`src/rtl/seqdp_pkg.sv`:
```
package seqdp_pkg;

    localparam int RID_W = 4;
    localparam logic [RID_W-1:0] RID_SP   = 4'd4;
    localparam logic [RID_W-1:0] RID_NONE = 4'd8;

    typedef enum logic [3:0] {
        CLS_IDLE  = 4'h0,
        CLS_STOP  = 4'h1,
        CLS_RCOPY = 4'h2,
        CLS_KLOAD = 4'h3,
        CLS_STORE = 4'h4,
        CLS_LOAD  = 4'h5,
        CLS_ARITH = 4'h6,
        CLS_XFER  = 4'h7,
        CLS_ENTER = 4'h8,
        CLS_EXIT  = 4'h9,
        CLS_PUSH  = 4'hA,
        CLS_POP   = 4'hB
    } op_cls_e;

    localparam logic [3:0] ALU_ADD = 4'h0;

endpackage

```
`src/rtl/seqdp_regsel.sv`:
```
module seqdp_regsel
    import seqdp_pkg::*;
(
    input  logic [3:0]       ins_cls,
    input  logic [RID_W-1:0] fld_ra,
    input  logic [RID_W-1:0] fld_rb,
    output logic [RID_W-1:0] rs_sel_a,
    output logic [RID_W-1:0] rs_sel_b,
    output logic [RID_W-1:0] wr_sel_e,
    output logic [RID_W-1:0] wr_sel_m
);
    op_cls_e cls;
    assign cls = op_cls_e'(ins_cls);

    always_comb begin
        rs_sel_a = RID_NONE;
        rs_sel_b = RID_NONE;
        wr_sel_e = RID_NONE;
        wr_sel_m = RID_NONE;
        unique case (cls)
            CLS_RCOPY: begin
                rs_sel_a = fld_ra;
                wr_sel_e = fld_rb;
            end
            CLS_KLOAD: wr_sel_e = fld_rb;
            CLS_STORE: begin
                rs_sel_a = fld_ra;
                rs_sel_b = fld_rb;
            end
            CLS_LOAD: begin
                rs_sel_b = fld_rb;
                wr_sel_m = fld_ra;
            end
            CLS_ARITH: begin
                rs_sel_a = fld_ra;
                rs_sel_b = fld_rb;
                wr_sel_e = fld_rb;
            end
            CLS_ENTER: begin
                rs_sel_b = RID_SP;
                wr_sel_e = RID_SP;
            end
            CLS_EXIT: begin
                rs_sel_a = RID_SP;
                rs_sel_b = RID_SP;
                wr_sel_e = RID_SP;
            end
            CLS_PUSH: begin
                rs_sel_a = fld_ra;
                rs_sel_b = RID_SP;
                wr_sel_e = RID_SP;
            end
            CLS_POP: begin
                rs_sel_a = RID_SP;
                rs_sel_b = RID_SP;
                wr_sel_e = RID_SP;
                wr_sel_m = fld_ra;
            end
            default: ;
        endcase
    end
endmodule

```
`src/rtl/seqdp_alusel.sv`:
```
module seqdp_alusel
    import seqdp_pkg::*;
#(
    parameter int W = 32
) (
    input  logic [3:0]   ins_cls,
    input  logic [3:0]   ins_fn,
    input  logic [W-1:0] rd_a,
    input  logic [W-1:0] rd_b,
    input  logic [W-1:0] imm_c,
    output logic [W-1:0] alu_in_a,
    output logic [W-1:0] alu_in_b,
    output logic [3:0]   alu_op,
    output logic         cc_load
);
    localparam logic [W-1:0] STEP_UP   = W'(4);
    localparam logic [W-1:0] STEP_DOWN = ~W'(3);

    op_cls_e cls;
    assign cls = op_cls_e'(ins_cls);

    always_comb begin
        alu_in_a = '0;
        alu_in_b = '0;
        alu_op   = ALU_ADD;
        cc_load  = 1'b0;
        unique case (cls)
            CLS_RCOPY: alu_in_a = rd_a;
            CLS_KLOAD: alu_in_a = imm_c;
            CLS_STORE, CLS_LOAD: begin
                alu_in_a = imm_c;
                alu_in_b = rd_b;
            end
            CLS_ARITH: begin
                alu_in_a = rd_a;
                alu_in_b = rd_b;
                alu_op   = ins_fn;
                cc_load  = 1'b1;
            end
            CLS_ENTER, CLS_PUSH: begin
                alu_in_a = STEP_DOWN;
                alu_in_b = rd_b;
            end
            CLS_EXIT, CLS_POP: begin
                alu_in_a = STEP_UP;
                alu_in_b = rd_b;
            end
            default: ;
        endcase
    end
endmodule

```
`src/rtl/seqdp_memsel.sv`:
```
module seqdp_memsel
    import seqdp_pkg::*;
#(
    parameter int W = 32
) (
    input  logic [3:0]   ins_cls,
    input  logic [W-1:0] rd_a,
    input  logic [W-1:0] seq_pc,
    input  logic [W-1:0] alu_res,
    output logic [W-1:0] dm_addr,
    output logic [W-1:0] dm_wdata,
    output logic         dm_rd,
    output logic         dm_wr
);
    op_cls_e cls;
    assign cls = op_cls_e'(ins_cls);

    always_comb begin
        dm_addr  = alu_res;
        dm_wdata = rd_a;
        dm_rd    = 1'b0;
        dm_wr    = 1'b0;
        unique case (cls)
            CLS_STORE, CLS_PUSH: dm_wr = 1'b1;
            CLS_ENTER: begin
                dm_wr    = 1'b1;
                dm_wdata = seq_pc;
            end
            CLS_LOAD: dm_rd = 1'b1;
            CLS_EXIT, CLS_POP: begin
                dm_rd   = 1'b1;
                dm_addr = rd_a;
            end
            default: ;
        endcase
    end
endmodule

```
`src/rtl/seqdp_pcsel.sv`:
```
module seqdp_pcsel
    import seqdp_pkg::*;
#(
    parameter int W = 32
) (
    input  logic [3:0]   ins_cls,
    input  logic         br_taken,
    input  logic [W-1:0] imm_c,
    input  logic [W-1:0] seq_pc,
    input  logic [W-1:0] ld_data,
    output logic [W-1:0] pc_next
);
    op_cls_e cls;
    assign cls = op_cls_e'(ins_cls);

    always_comb begin
        pc_next = seq_pc;
        unique case (cls)
            CLS_ENTER: pc_next = imm_c;
            CLS_XFER:  pc_next = br_taken ? imm_c : seq_pc;
            CLS_EXIT:  pc_next = ld_data;
            default: ;
        endcase
    end
endmodule

```
`src/rtl/seqdp_ctrl.sv`:
```
module seqdp_ctrl
    import seqdp_pkg::*;
#(
    parameter int W = 32
) (
    input  logic [3:0]   ins_cls,
    input  logic [3:0]   ins_fn,
    input  logic [3:0]   fld_ra,
    input  logic [3:0]   fld_rb,
    input  logic [W-1:0] rd_a,
    input  logic [W-1:0] rd_b,
    input  logic [W-1:0] imm_c,
    input  logic [W-1:0] seq_pc,
    input  logic [W-1:0] ld_data,
    input  logic [W-1:0] alu_res,
    input  logic         br_taken,
    output logic [3:0]   rs_sel_a,
    output logic [3:0]   rs_sel_b,
    output logic [3:0]   wr_sel_e,
    output logic [3:0]   wr_sel_m,
    output logic [W-1:0] alu_in_a,
    output logic [W-1:0] alu_in_b,
    output logic [3:0]   alu_op,
    output logic         cc_load,
    output logic [W-1:0] dm_addr,
    output logic [W-1:0] dm_wdata,
    output logic         dm_rd,
    output logic         dm_wr,
    output logic [W-1:0] pc_next
);
    seqdp_regsel u_regsel (
        .ins_cls (ins_cls),
        .fld_ra  (fld_ra),
        .fld_rb  (fld_rb),
        .rs_sel_a(rs_sel_a),
        .rs_sel_b(rs_sel_b),
        .wr_sel_e(wr_sel_e),
        .wr_sel_m(wr_sel_m)
    );

    seqdp_alusel #(.W(W)) u_alusel (
        .ins_cls (ins_cls),
        .ins_fn  (ins_fn),
        .rd_a    (rd_a),
        .rd_b    (rd_b),
        .imm_c   (imm_c),
        .alu_in_a(alu_in_a),
        .alu_in_b(alu_in_b),
        .alu_op  (alu_op),
        .cc_load (cc_load)
    );

    seqdp_memsel #(.W(W)) u_memsel (
        .ins_cls (ins_cls),
        .rd_a    (rd_a),
        .seq_pc  (seq_pc),
        .alu_res (alu_res),
        .dm_addr (dm_addr),
        .dm_wdata(dm_wdata),
        .dm_rd   (dm_rd),
        .dm_wr   (dm_wr)
    );

    seqdp_pcsel #(.W(W)) u_pcsel (
        .ins_cls (ins_cls),
        .br_taken(br_taken),
        .imm_c   (imm_c),
        .seq_pc  (seq_pc),
        .ld_data (ld_data),
        .pc_next (pc_next)
    );

    // Cross-unit consistency checks between the four steering units.
    always_comb begin
        assert_rw_exclusive_R9: assert (!(dm_rd && dm_wr));
        if (wr_sel_m != RID_NONE) begin
            assert_portm_has_read_R4: assert (dm_rd);
        end
        if (cc_load) begin
            assert_cc_with_port_e_R7: assert (wr_sel_e == fld_rb);
        end
        if (ins_cls == CLS_PUSH || ins_cls == CLS_POP ||
            ins_cls == CLS_ENTER || ins_cls == CLS_EXIT) begin
            assert_stack_ports_R3: assert (wr_sel_e == RID_SP && rs_sel_b == RID_SP);
        end
        if (ins_cls == CLS_EXIT) begin
            assert_exit_uses_load_R10: assert (dm_rd && pc_next == ld_data);
        end
    end
endmodule

```
`config.mk`:
```
export PLATFORM = sky130hd
export DESIGN_NAME = seqdp_ctrl
export DESIGN_NICKNAME = d
export VERILOG_FILES = /design/src/rtl/seqdp_pkg.sv /design/src/rtl/seqdp_regsel.sv /design/src/rtl/seqdp_alusel.sv /design/src/rtl/seqdp_memsel.sv /design/src/rtl/seqdp_pcsel.sv /design/src/rtl/seqdp_ctrl.sv
export SDC_FILE = /design/constraint.sdc
export NUM_CORES = 1
export LEC_CHECK = 0
export ABC_AREA = 1
export BUFFER_PORTS_ARGS = -buffer_cell sky130_fd_sc_hd__buf_2
export CORE_AREA = 2 2 150 152
export DETAILED_ROUTE_END_ITERATION = 10
export DIE_AREA = 0 0 152 154
export MAX_ROUTING_LAYER = met4
export PLACE_DENSITY_LB_ADDON = 0.3
export SYNTH_ARGS = -nofsm -noshare
export SYNTH_HDL_FRONTEND = slang
export SYNTH_SLANG_ARGS = --single-unit
```
`constraint.sdc`:
```
create_clock -name vclk -period 1.4
set_input_delay 0.28 -clock vclk [all_inputs]
set_output_delay 0.28 -clock vclk [all_outputs]
set_load 0.005 [all_outputs]
```
==> run summary <==
============================================================================================
Highest attainable clock frequency                                                   604 MHz
Floorplan Core Area                                                               0.0217 mm2
VDD IR max                                                                         0.0987 mV
Final hold violations                                                                      0
First-pass GRT wire length                                                          36900 um
Total number of yosys warnings                                                             0
Reg power frac                                                                             0
GPL Wtd Cong                                                                           0.882
Maximum Capacitance Violations                                                             0
Synth area leader                                                               sky130_fd_sc_hd__nand2_1
Clock network fraction of design power                                                     0
Areal power density over the cells                                                314 mW/mm2
Cell area after synthesis                                                        0.00301 mm2
Die width                                                                             152 um
RSZ-0062 raised after global routing                                                     yes
Maximum number of pins on one net before global-route repair                              39
Gate count of the mapped netlist                                                         702
Highest net fanout along the worst path                                                   19
# nets final                                                                            1355
Mean number of vias per cell                                                            4.61
Total negative slack for setup checks                                              -28.13 ns
Transition at the pin with the smallest max-transition slack                        0.236 ns
Antenna violations before repair                                                           5
Total half-perimeter wirelength after legalization and detailed placement           17800 um
Type of destination of the critical path                                          output pin
Switching power                                                                      1.29 mW
Number of hold buffers added after CTS                                                     0
Layout cell share with drive strength beyond 1                                         0.621
Cell repeated most along the worst path                                         sky130_fd_sc_hd__buf_12
Adder-Cell Fraction of Synth Area                                                          0
Violations in the final reports                                                 negative setup slack
Per-instance average area after synthesis                                           4.29 um2
Dpl ws                                                                             -0.346 ns
Syn Nets                                                                                 911
Final setup violating endpoints                                                          175
Number of detailed-routing iterations run before antenna repair                            5
Number of buffers and inverters on the critical path                                       6
Number of remaining DRC errors                                                             0
Share of the synthesized area in the top cell type                                     0.303
Post-synthesis to final-layout area growth                                              162%
Part of the power in combinational logic                                               1.000
Critical Path Max Stage Delay                                                        0.18 ns
CP Launch Type                                                                    input port
Max transition margin                                                                  0.842
Sequential element share of the synthesized area                                           0
Die area                                                                          0.0234 mm2
DR iter-0 viols                                                                          259
FFs & Latches                                                                              0
Chip Height                                                                           154 um
Via count of the first global-routing pass                                              6215
Arrival time of the worst setup path                                                 1.38 ns
Worst EP required                                                                    1.12 ns
Remaining global-route overflow                                                            0
Std cell rows                                                                             54
Wire length per cell                                                                 19.1 um
Xor and xnor fraction of the mapped netlist area                                           0
Compound-cell area share of the yosys netlist                                          0.169
Top post-synthesis cells by area                                                sky130_fd_sc_hd__nand2_1 (30%), sky130_fd_sc_hd__nand3_1 (17%), sky130_fd_sc_hd__a21oi_1 (10%), sky130_fd_sc_hd__nor2_1 (10%), sky130_fd_sc_hd__inv_1 (10%)
Time the worst path needs with I/O delays and setup                                  1.66 ns
Core Util, Final                                                                       0.363
Starting utilization of the core area                                                  0.139
CP max-delay cell                                                               sky130_fd_sc_hd__buf_2
Count of unique library cells instantiated by Yosys                                       14
Period utilisation layout                                                               1.18
Tightest Hold Check Type                                                        input port to output pin
Largest family of logic cells by synthesized area                               simple AND/OR/NAND/NOR gates
GRT Util Overall                                                                       0.207
Final worst setup slack                                                            -0.255 ns
Basic-gate share of the synthesized area counting and, or, nand and nor cells          0.646
Remaining antenna violation count                                                          0
Number of clock buffers in the layout                                                      0
I/O pin count                                                                            392
Port-buffer cells                                                                        392
Total wire length                                                                   27300 um
Result of the run                                                               finished, violations left
Number of fillers in the final layout                                                   2358
Fraction of synthesized area in multiplexers                                               0
Top Family by Delay on Critical Path                                            buffers and inverters
Leakage power                                                                        4.46 nW
Net Sw Frac                                                                            0.520
Register area                                                                          0 um2
CP cell instances                                                               buf_12, inv_8, nor2_4, buf_12, buf_4, buf_16, nand3_1, nand4_1, buf_2
Internal                                                                             1.19 mW
Overall via count from detail_route                                                     6594
Max-slew violation total from the final report                                             0
Worst setup path class                                                          input port to output pin
============================================================================================
timing repair:
item / in CTS / in global routing
setup buffers: 24 / 21
hold endpoints to repair: 0 / 0
cloned: 20 / 9
pin swaps: 26 / 38
setup endpoints to repair: 179 / 182
resized for setup: 134 / 224
final cells by class:
class / count / area (um2) / share of cell area
Antenna cell: 5 / 12.5 / 0.00159
Inverter: 85 / 349 / 0.0443
Multi-Input combinational cell: 564 / 3390 / 0.430
Tap cell: 280 / 350 / 0.0445
Timing Repair Buffer: 492 / 3740 / 0.475
Timing Repair inverter: 3 / 36.3 / 0.00461
cell families after synthesis:
| logic type | Yosys count |
|---|---|
| and+or+nand+nor | 461 |
| buffers and inverters | 139 |
| AOI/OAI and AO/OA | 102 |
cell usage in the layout, fill, tap and decap left out, types with 23 or more instances in the layout:
cell                      synthesis  final
sky130_fd_sc_hd__a21oi_1         63     42
sky130_fd_sc_hd__nor2_2           1     29
sky130_fd_sc_hd__nand2_2          0     51
sky130_fd_sc_hd__nor2_1          84     45
sky130_fd_sc_hd__o21ai_2          0     31
sky130_fd_sc_hd__nand3_1        100     67
sky130_fd_sc_hd__buf_2           28    384
sky130_fd_sc_hd__nand2_1        243    165
sky130_fd_sc_hd__buf_12           0     41
sky130_fd_sc_hd__inv_1           81     76
sky130_fd_sc_hd__nand4_1         32     32
sky130_fd_sc_hd__buf_6            0     23
sky130_fd_sc_hd__nand2_4          0     25
sky130_fd_sc_hd__nand3_2          0     32
per-stage QoR:
| step | std cells | power, mW | hold slack, ns | cell area (um2) |
|---|---|---|---|---|
| 2_1_floorplan | 702 | 0.687 | 0.588 | 3010 |
| 3_3_place_gp | 1362 | 1.74 | 0.821 | 5680 |
| 3_5_place_dp | 1362 | 1.75 | 0.827 | 5680 |
| 4_1_cts | 1406 | 2.19 | 0.832 | 6960 |
| 5_1_grt | 1429 | 2.67 | 0.841 | 7880 |
| 6_report | 1429 | 2.48 | 0.829 | 7880 |
power by group through the flow:
stage          Combinational (mW)  Sequential [mW]    Clock, mW
2_1_floorplan               0.687                0            0
5_1_grt                      2.67                0  0.000000478
3_5_place_dp                 1.75                0            0
4_1_cts                      2.19                0            0
6_report                     2.48                0  0.000000479
3_3_place_gp                 1.74                0            0
per-layer routing:
layer  vias up  GRT usage  part of all wire
met2       351      0.388              0.53
li1       3147          -                 -
met5         -          -                 0
met4         0     0.0507             0.024
met3        39     0.0240             0.059
met1      3057      0.235              0.38
cell usage after synthesis, drive strengths merged:
cell      n
nand2   243
nand4    32
nand3   100
nor2     86
inv      85
clkbuf   25
o21ai    39
buf      29
a21oi    63
path summary, 6_finish.rpt:
path,start,end,slack (ns),cells after the start
setup / recovery,ins_cls[3],pc_next[20],-0.26,9
hold / removal,alu_res[27],dm_addr[27],0.83,4
Power figures use the tool's default switching activity.
